`config.mk`:
```
export PLATFORM = sky130hd
export DESIGN_NAME = fan_pwm_tach
export DESIGN_NICKNAME = d
export VERILOG_FILES = /design/src/rtl/fan_pkg.sv /design/src/rtl/fan_regs.sv /design/src/rtl/fan_pwm.sv /design/src/rtl/fan_tick.sv /design/src/rtl/fan_tach.sv /design/src/rtl/fan_pwm_tach.sv
export SDC_FILE = /design/constraint.sdc
export NUM_CORES = 1
export LEC_CHECK = 0
export BUFFER_PORTS_ARGS = -buffer_cell sky130_fd_sc_hd__buf_2
export CAP_MARGIN = 10
export CELL_PAD_IN_SITES_DETAIL_PLACEMENT = 1
export CELL_PAD_IN_SITES_GLOBAL_PLACEMENT = 2
export CORE_UTILIZATION = 40
export CTS_CLUSTER_DIAMETER = 120
export DETAILED_ROUTE_END_ITERATION = 10
export HOLD_SLACK_MARGIN = 0.03
export PLACE_DENSITY = 0.89
export REMOVE_ABC_BUFFERS = 1
export SYNTH_ARGS = -nofsm -noshare
export SYNTH_HDL_FRONTEND = slang
export SYNTH_SLANG_ARGS = --single-unit
```
`constraint.sdc`:
```
create_clock -name clk -period 2.5 [get_ports clk]
set_clock_uncertainty 0.2 [all_clocks]
set_input_delay 0.5 -clock clk [delete_from_list [all_inputs] [get_ports clk]]
set_output_delay 0.5 -clock clk [all_outputs]
set_load 0.005 [all_outputs]
```
`src/rtl/fan_pkg.sv`:
```
package fan_pkg;
  localparam int DUTY_W = 8;
  localparam int DIV_W  = 15;
  localparam int ADDR_W = 4;

  localparam logic [ADDR_W-1:0] OFS_MODE = 4'h0;
  localparam logic [ADDR_W-1:0] OFS_RATE = 4'h4;
  localparam logic [ADDR_W-1:0] OFS_TACH = 4'hC;

  localparam int DUTY_LSB = 16;
  localparam int INV_BIT  = 3;
  localparam int DRV_BIT  = 2;
  localparam int OD_BIT   = 1;

  localparam logic [31:0] MODE_MASK = 32'h00FF_000F;
  localparam logic [31:0] RATE_MASK = 32'h03FF_FFFF;

  typedef struct packed {
    logic [DUTY_W-1:0] duty;
    logic [DIV_W-1:0]  div;
    logic              inv;
    logic              drv;
    logic              od;
  } pwm_set_t;
endpackage

```
`src/rtl/fan_regs.sv`:
```
module fan_regs
  import fan_pkg::*;
#(
  parameter int TACH_W = 16
) (
  input  logic              clk,
  input  logic              rst_n,
  input  logic              wr_en,
  input  logic              rd_en,
  input  logic [ADDR_W-1:0] addr,
  input  logic [31:0]       wdata,
  input  logic [3:0]        wstrb,
  input  logic [TACH_W-1:0] tach_val,
  output logic [31:0]       rdata,
  output logic              rd_valid,
  output pwm_set_t          set_o
);
  logic [31:0] mode_q, rate_q;

  always_ff @(posedge clk or negedge rst_n) begin
    if (!rst_n) begin
      mode_q <= '0;
      rate_q <= '0;
    end else if (wr_en) begin
      for (int b = 0; b < 4; b++) begin
        if (wstrb[b]) begin
          if (addr == OFS_MODE) mode_q[8*b +: 8] <= wdata[8*b +: 8] & MODE_MASK[8*b +: 8];
          if (addr == OFS_RATE) rate_q[8*b +: 8] <= wdata[8*b +: 8] & RATE_MASK[8*b +: 8];
        end
      end
    end
  end

  always_ff @(posedge clk or negedge rst_n) begin
    if (!rst_n) begin
      rdata    <= '0;
      rd_valid <= 1'b0;
    end else begin
      rd_valid <= rd_en;
      if (rd_en) begin
        case (addr)
          OFS_MODE: rdata <= mode_q;
          OFS_RATE: rdata <= rate_q;
          OFS_TACH: rdata <= 32'(tach_val);
          default:  rdata <= '0;
        endcase
      end
    end
  end

  assign set_o.duty = mode_q[DUTY_LSB +: DUTY_W];
  assign set_o.inv  = mode_q[INV_BIT];
  assign set_o.drv  = mode_q[DRV_BIT];
  assign set_o.od   = mode_q[OD_BIT];
  assign set_o.div  = rate_q[DIV_W-1:0];

  AST_RD_VALID: assert property (@(posedge clk) disable iff (!rst_n)
    rd_en |=> rd_valid);
  AST_RD_IDLE: assert property (@(posedge clk) disable iff (!rst_n)
    !rd_en |=> !rd_valid);
endmodule

```
`src/rtl/fan_pwm.sv`:
```
module fan_pwm
  import fan_pkg::*;
(
  input  logic     clk,
  input  logic     rst_n,
  input  pwm_set_t set_i,
  output logic     pwm_out,
  output logic     pwm_oe
);
  logic [DUTY_W-1:0] phase_q, duty_act;
  logic [DIV_W-1:0]  pre_q, div_act;
  logic              step, wrap, raw, lvl;

  assign step = (pre_q == div_act);
  assign wrap = step && (phase_q == '1);

  always_ff @(posedge clk or negedge rst_n) begin
    if (!rst_n) begin
      phase_q  <= '0;
      pre_q    <= '0;
      duty_act <= '0;
      div_act  <= '0;
    end else begin
      if (step) begin
        pre_q   <= '0;
        phase_q <= phase_q + 1'b1;
      end else begin
        pre_q <= pre_q + 1'b1;
      end
      if (wrap) begin
        duty_act <= set_i.duty;
        div_act  <= set_i.div;
      end
    end
  end

  assign raw     = (phase_q < duty_act);
  assign lvl     = set_i.drv ? (raw ^ set_i.inv) : set_i.inv;
  assign pwm_out = lvl;
  assign pwm_oe  = set_i.od ? ~lvl : 1'b1;

  AST_DUTY_SHADOW: assert property (@(posedge clk) disable iff (!rst_n)
    !wrap |=> $stable(duty_act) && $stable(div_act));
  AST_PHASE_HOLD: assert property (@(posedge clk) disable iff (!rst_n)
    !step |=> $stable(phase_q));
endmodule

```
`src/rtl/fan_tick.sv`:
```
module fan_tick #(
  parameter int CLK_HZ = 125_000_000
) (
  input  logic clk,
  input  logic rst_n,
  output logic tick
);
  localparam int TW = (CLK_HZ > 1) ? $clog2(CLK_HZ) : 1;
  localparam logic [TW-1:0] LAST = TW'(CLK_HZ - 1);

  logic [TW-1:0] cnt_q;

  always_ff @(posedge clk or negedge rst_n) begin
    if (!rst_n)     cnt_q <= '0;
    else if (tick)  cnt_q <= '0;
    else            cnt_q <= cnt_q + 1'b1;
  end

  assign tick = (cnt_q == LAST);
endmodule

```
`src/rtl/fan_tach.sv`:
```
module fan_tach #(
  parameter int TACH_W = 16
) (
  input  logic              clk,
  input  logic              rst_n,
  input  logic              tach_in,
  input  logic              tick,
  output logic [TACH_W-1:0] count
);
  localparam logic [TACH_W-1:0] FULL = '1;

  logic s0, s1, s2, rise;
  logic [TACH_W-1:0] cnt_q;

  always_ff @(posedge clk or negedge rst_n) begin
    if (!rst_n) {s0, s1, s2} <= '0;
    else        {s0, s1, s2} <= {tach_in, s0, s1};
  end

  assign rise = s1 & ~s2;

  always_ff @(posedge clk or negedge rst_n) begin
    if (!rst_n) begin
      cnt_q <= '0;
      count <= '0;
    end else if (tick) begin
      count <= cnt_q;
      cnt_q <= rise ? TACH_W'(1) : '0;
    end else if (rise && cnt_q != FULL) begin
      cnt_q <= cnt_q + 1'b1;
    end
  end

  AST_TACH_SAT: assert property (@(posedge clk) disable iff (!rst_n)
    (cnt_q == FULL) && !tick |=> cnt_q == FULL);
  AST_TACH_CLEAR: assert property (@(posedge clk) disable iff (!rst_n)
    tick |=> cnt_q <= TACH_W'(1));
endmodule

```
`src/rtl/fan_pwm_tach.sv`:
```
module fan_pwm_tach
  import fan_pkg::*;
#(
  parameter int CLK_HZ = 125_000_000,
  parameter int TACH_W = 16
) (
  input  logic        clk,
  input  logic        rst_n,
  input  logic        wr_en,
  input  logic        rd_en,
  input  logic [3:0]  addr,
  input  logic [31:0] wdata,
  input  logic [3:0]  wstrb,
  output logic [31:0] rdata,
  output logic        rd_valid,
  input  logic        tach_in,
  output logic        pwm_out,
  output logic        pwm_oe
);
  pwm_set_t          set_w;
  logic              tick_w;
  logic [TACH_W-1:0] tach_w;

  fan_regs #(.TACH_W(TACH_W)) u_regs (
    .clk(clk), .rst_n(rst_n), .wr_en(wr_en), .rd_en(rd_en), .addr(addr),
    .wdata(wdata), .wstrb(wstrb), .tach_val(tach_w), .rdata(rdata),
    .rd_valid(rd_valid), .set_o(set_w)
  );

  fan_pwm u_pwm (
    .clk(clk), .rst_n(rst_n), .set_i(set_w), .pwm_out(pwm_out), .pwm_oe(pwm_oe)
  );

  fan_tick #(.CLK_HZ(CLK_HZ)) u_tick (
    .clk(clk), .rst_n(rst_n), .tick(tick_w)
  );

  fan_tach #(.TACH_W(TACH_W)) u_tach (
    .clk(clk), .rst_n(rst_n), .tach_in(tach_in), .tick(tick_w), .count(tach_w)
  );

  AST_IDLE_LEVEL: assert property (@(posedge clk) disable iff (!rst_n)
    !set_w.drv |-> pwm_out == set_w.inv);
  AST_OD_RELEASE: assert property (@(posedge clk) disable iff (!rst_n)
    set_w.od |-> pwm_oe != pwm_out);
  AST_PUSHPULL_OE: assert property (@(posedge clk) disable iff (!rst_n)
    !set_w.od |-> pwm_oe);
endmodule

```
==> results of run 1 <==
## layout make-up
| class | instances | share of cell area |
|---|---|---|
| clock buffers | 20 | 0.05047 |
| clock inverters | 12 | 0.009471 |
| inverters | 37 | 0.01502 |
| multi-input cells | 417 | 0.3560 |
| flip-flops and latches | 173 | 0.4681 |
| well taps | 265 | 0.03585 |
| repair buffers | 96 | 0.06508 |
## power by group through the flow
stage          combinational (mW)  clock [mW]  sequential (mW)
2_1_floorplan               0.220           0             3.11
3_3_place_gp                0.372           0             3.16
3_5_place_dp                0.397           0             3.18
4_1_cts                     0.405        2.56             3.13
5_1_grt                     0.442        2.65             3.15
6_report                    0.395        2.48             3.13
## flip-flops by register name, indices dropped and copies added, names as in the netlist
register and flops:
u_pwm.pre_q 15, u_tach.cnt_q 16, u_tach.count 16, u_pwm.div_act 15, u_pwm.duty_act 8, u_tach.s0 1
u_regs.mode_q 12, u_regs.rd_valid 1, u_pwm.phase_q 8, u_tick.cnt_q 27, u_tach.s1 1, u_tach.s2 1
u_regs.rate_q 26, u_regs.rdata 26
## metal layers
| layer | up-vias | part of all wire | track usage |
|---|---|---|---|
| li1 | 2470 | - | - |
| met1 | 2764 | 0.43 | 0.2386 |
| met2 | 85 | 0.53 | 0.3439 |
| met5 | - | 0 | 0 |
| met4 | 0 | 0.021 | 0.07357 |
| met3 | 25 | 0.025 | 0.03991 |
## kinds of logic after synthesis
logic type	count (synthesis)	share of synthesized area
and+or+nand+nor	184	0.1294
DFF	173	0.5455
muxes	81	0.1286
xor gates and xnor gates	71	0.07835
buffers and inverters	69	0.04383
AOI/OAI and AO/OA	64	0.05644
adders and majority gates	11	0.01734
other	1	0.0004725
## layout by cell type (no fill, tap or decap), types with 6 or more instances in the layout
cell type    n
dfrtp_1    173
ha_1        11
inv_1       37
nand4_1     21
conb_1       6
o22ai_1     24
a22oi_1     20
o21ai_0      6
nand3_1     27
clkbuf_16   17
nand2_1     18
xor2_1      29
nor4_1       6
mux2_4      30
buf_4       24
nor2_1      51
buf_2       66
mux2_2      44
xnor2_1     42
and3_1      23
## worst paths after layout
| path | startpoint | to | slack (ns) | depth (start not counted) |
|---|---|---|---|---|
| setup / recovery | u_pwm.duty_act[2]$_DFFE_PN0P_ | pwm_oe | -0.47 | 8 |
| hold / removal | wdata[13] | u_regs.rate_q[13]$_DFFE_PN0P_ | 0.11 | 2 |
| setup reg to reg | u_tick.cnt_q[7]$_DFF_PN0_ | u_tach.count[0]$_DFFE_PN0N_ | 0.11 | 5 |
| hold reg to reg | u_tach.s0$_DFF_PN0_ | u_tach.s1$_DFF_PN0_ | 0.17 | 0 |
| max in group asynchronous | rst_n | u_regs.rd_valid$_DFF_PN0_ | 1.05 | 3 |
| min in group asynchronous | rst_n | u_pwm.pre_q[14]$_DFF_PN0_ | 0.38 | 2 |
## what timing repair did
action,CTS,global route
setup buffers,0,2
setup endpoints to repair,2,2
gates resized for setup,0,0
pin swaps,1,0
hold buffers,2,0
endpoints found under the hold margin,44,0
## metrics by stage
step,std cells,setup slack [ns]
after floorplan,627,-1.796
final,1020,-0.4726
after CTS,1018,-0.4951
after global routing,1020,-0.5702
after detailed placement,984,0.01543
after global placement,984,0.06774
==> out/results.txt, run 1 <==
outcome: complete, but fails checks
failing checks: negative setup slack
synth cell count leaders: 173 x dfrtp_1, 51 x nor2_1, 44 x mux2_2
Initial DRC Count: 157
final hold viol count: 0
sw frac: 0.2478
Tightest Pin Transition: 0.6246 ns
Filler Cell Count: 2,066
fin crit share: 1.189
crit-path max cell delay: 0.42 ns
Top FF cell, synth: dfrtp_1
drt via density: 5.239
Mapped Cells: 654
Final Setup Violations: 2
leakage power total: 4.324 nW
global route total overflow: 0
Netlist cell types: 46
total negative setup slack: -0.9092 ns
peak ir drop on the vdd network: 0.0004534 V
H-tree depth: 4
CTS buffer count: 17
CTS sink count: 173
max cap viols: 0
Avg WL per Cell: 18.22 um
internal power: 4.517 mW
Mapped Avg Cell Area: 12.14 um2
CP max FO: 2
Post-DP Area: 0.008658 mm2
RSZ-0062 raised after global routing: yes
gpl congestion: 0.7828
CP top delay family: compound AO/OA/AOI/OAI gates
# diodes: 0
CTS Root Cell: clkbuf_16
top-count cell post-synth: dfrtp_1
clock share of power: 0.414
largest net degree at the start of global routing: 49
CP Class: flop to output port
Die Y: 142.9 um
die area: 0.02041 mm2
largest cells by area after synthesis: dfrtp_1 55%, mux2_2 6.2%, mux2_4 5.7%
DRC: 0
Startpoint Class: flop
area of the multi-input gates: 0.003292 mm2
pwr/cell area: 649.4 mW/mm2
number of global-route vias before repair: 5,892
Nets: 798
CP max-delay cell: a2111o_1
sequential power share: 0.521
Core Footprint: 0.01946 mm2
worst-skew pair later-pin latency: 0.42 ns
layout cell share with drive strength beyond 1: 0.2795
Slew headroom: 0.5801
worst path bufs/invs: 2
Slew Limit Fails: 0
register area share after synthesis: 0.5455
HPWL after detailed placement: 13,400 um
Clock transition at path regs: 0.07 ns
Total Power: 6.005 mW
Max Root-Sink Buffers: 2
Min Hold Slack: 0.1080 ns
min cycle time layout: 2.973 ns
Fmax: 336.4 MHz
async set or reset register ratio after synthesis: 1.000
Yosys warning count: 0
final wirelength: 18,580 um
antenna violations before repair: 0
Combinational Power Share: 0.066
Syn-to-layout area delta: 16.52%
# IOs: 80
final core occ: 0.4752
Mapped Area: 0.007936 mm2
Register Area: 0.004329 mm2
CTS tree: built
drt pass-1 iters: 4
GRT Util Overall: 0.1966
antenna viol nets, final: 0
Arr. time, crit path: 2.27 ns
Initial Util: 0.4078
number of enable flip-flop cells after synthesis: 0
Yosys reg bits: 173
design area: 0.009248 mm2
Yosys top cell by area: dfrtp_1
detailed-route via count: 5,344
# rows: 51
cell mode on critical path: o21a_1
Psw: 1.488 mW
IO buf count: 67
Die W: 142.9 um
crit path capture type: output port
setup ws final: -0.4726 ns
share of the synthesized area in the top cell type: 0.5455
Critical Path RT: 1.80 ns
critical path cell sequence: inv_1 -> ha_1 -> o21a_1 -> o21a_1 -> a2111o_1 -> o211ai_1 -> nand2_1 -> buf_2
worst min path class: primary input to flop
first-pass GRT wire length: 30,750 um
(Power assumes the default switching activity.)
==> run 2, diff against run 1 <==
--- a/config.mk
+++ b/config.mk
@@ -8,12 +8,12 @@
 export BUFFER_PORTS_ARGS = -buffer_cell sky130_fd_sc_hd__buf_2
 export CAP_MARGIN = 10
 export CELL_PAD_IN_SITES_DETAIL_PLACEMENT = 1
-export CELL_PAD_IN_SITES_GLOBAL_PLACEMENT = 2
-export CORE_UTILIZATION = 40
+export CELL_PAD_IN_SITES_GLOBAL_PLACEMENT = 1
+export CORE_UTILIZATION = 48
 export CTS_CLUSTER_DIAMETER = 120
 export DETAILED_ROUTE_END_ITERATION = 10
 export HOLD_SLACK_MARGIN = 0.03
-export PLACE_DENSITY = 0.89
+export PLACE_DENSITY = 0.9
 export REMOVE_ABC_BUFFERS = 1
 export SYNTH_ARGS = -nofsm -noshare
 export SYNTH_HDL_FRONTEND = slang
==> out/results.txt, run 2 (synthesis gave the netlist of run 1 again) <==
worst path bufs/invs: 2
sw frac: 0.2588
# rows: 46
Critical Path RT: 1.80 ns
commonest non-fill, non-tap cell in the layout: dfrtp_1
cell mode on critical path: o21a_1
CP max-delay cell: a2111o_1
CTS sink count: 173
wl on met1: 8770 um
final wirelength: 22,580 um
most frequent cells in the layout: 173 x dfrtp_1, 66 x buf_2, 51 x nor2_1
largest net degree at the start of global routing: 68
min cycle time layout: 3.044 ns
Slew headroom: 0.5575
Fmax: 328.5 MHz
outcome: complete, but fails checks
Min Hold Slack: 0.1013 ns
Register Area: 0.004329 mm2
failing checks: negative setup slack
Psw: 1.623 mW
Setup WS pre-CTS: -0.09738 ns
CTS tree: built
final hold viol count: 0
CTS Root Cell: clkbuf_16
final core occ: 0.5791
Initial DRC Count: 384
Max Root-Sink Buffers: 2
crit path capture type: output port
biggest regs: u_tick.cnt_q x27, u_regs.rate_q x26, u_regs.rdata x26
pwr/cell area: 677.0 mW/mm2
crit-path max cell delay: 0.43 ns
antenna violations before repair: 3
layout cell share with drive strength beyond 1: 0.2863
Top reg by flops: u_tick.cnt_q
Die W: 130.6 um
design area: 0.009265 mm2
sequential power share: 0.504
HPWL after detailed placement: 15,270 um
Post-Layout Cell Count: 975
Combinational Power Share: 0.068
DRC: 0
worst-skew pair later-pin latency: 0.44 ns
Total Power: 6.273 mW
Avg WL per Cell: 23.16 um
gpl congestion: 0.8423
RSZ-0062 raised after global routing: yes
max reg flops: 27
Inst Count DP: 938
setup ws final: -0.5444 ns
number of global-route vias before repair: 6,285
Slew Limit Fails: 0
Core Footprint: 0.01600 mm2
drt via density: 5.840
H-tree depth: 4
met2 wire len: 12,110 um
CP max FO: 2
worst min path class: primary input to flop
Arr. time, crit path: 2.34 ns
Filler Cell Count: 1,711
met3 WL: 1113 um
fin crit share: 1.218
Final Setup Violations: 5
first-pass GRT wire length: 35,500 um
clock share of power: 0.428
CP Class: flop to output port
die area: 0.01705 mm2
area of the multi-input gates: 0.003312 mm2
peak ir drop on the vdd network: 0.0004580 V
global route total overflow: 0
Top Metal Used: met5
drt pass-1 iters: 5
CP top delay family: compound AO/OA/AOI/OAI gates
leakage power total: 4.347 nW
Initial Util: 0.4960
# IOs: 80
Clock transition at path regs: 0.07 ns
Die Y: 130.6 um
detailed-route via count: 5,694
antenna viol nets, final: 0
total negative setup slack: -1.068 ns
Syn-to-layout area delta: 16.74%
internal power: 4.650 mW
max cap viols: 0
critical path cell sequence: inv_2 -> ha_4 -> o21a_1 -> o21a_1 -> a2111o_1 -> o211ai_1 -> nand2_1 -> buf_2
Nets: 801
GRT Util Overall: 0.2831
CTS buffer count: 17
Startpoint Class: flop
Post-DP Area: 0.008620 mm2
Tightest Pin Transition: 0.6583 ns
IO buf count: 67
-- run 2: power by group through the flow --
stage / registers, mW / logic [mW] / clock network, mW
3_5_place_dp: 3.19 / 0.416 / 0
6_report: 3.16 / 0.429 / 2.68
3_3_place_gp: 3.16 / 0.373 / 0
2_1_floorplan: 3.11 / 0.220 / 0
4_1_cts: 3.15 / 0.435 / 2.71
5_1_grt: 3.17 / 0.473 / 2.81
-- run 2: routing by layer --
metal / track usage / vias to the layer above
met3: 0.06555 / 56
met2: 0.5039 / 187
li1: - / 2473
met1: 0.3301 / 2974
met4: 0.1116 / 4
met5: 0 / -
-- run 2: final timing paths --
check	start	endpoint	slack, ns	cells past startpoint
hold / removal	wdata[15]	u_regs.rate_q[15]$_DFFE_PN0P_	0.10	2
max in group asynchronous	rst_n	u_regs.rate_q[13]$_DFFE_PN0P_	0.94	3
min in group asynchronous	rst_n	u_pwm.div_act[14]$_DFFE_PN0P_	0.46	2
setup / recovery	u_pwm.duty_act[2]$_DFFE_PN0P_	pwm_oe	-0.54	8
hold reg to reg	u_tach.s0$_DFF_PN0_	u_tach.s1$_DFF_PN0_	0.17	0
setup reg to reg	u_tick.cnt_q[7]$_DFF_PN0_	u_tach.count[0]$_DFFE_PN0N_	-0.01	5
-- run 2: layout make-up --
cell class | count | share of cell area
Antenna cell | 1 | 0.0002701
Sequential cell | 173 | 0.4673
Multi-Input combinational cell | 417 | 0.3575
Tap cell | 216 | 0.02917
Inverter | 37 | 0.01499
Clock buffer | 17 | 0.04591
Timing Repair Buffer | 99 | 0.06739
Clock inverter | 15 | 0.01756
-- run 2: repair_timing --
action | 4_1_cts | 5_1_grt
gates resized for setup | 3 | 2
hold buffers | 2 | 0
hold endpoints to repair | 61 | 0
endpoints found under the setup margin | 2 | 18
pin swaps | 1 | 1
buffers inserted | 2 | 0
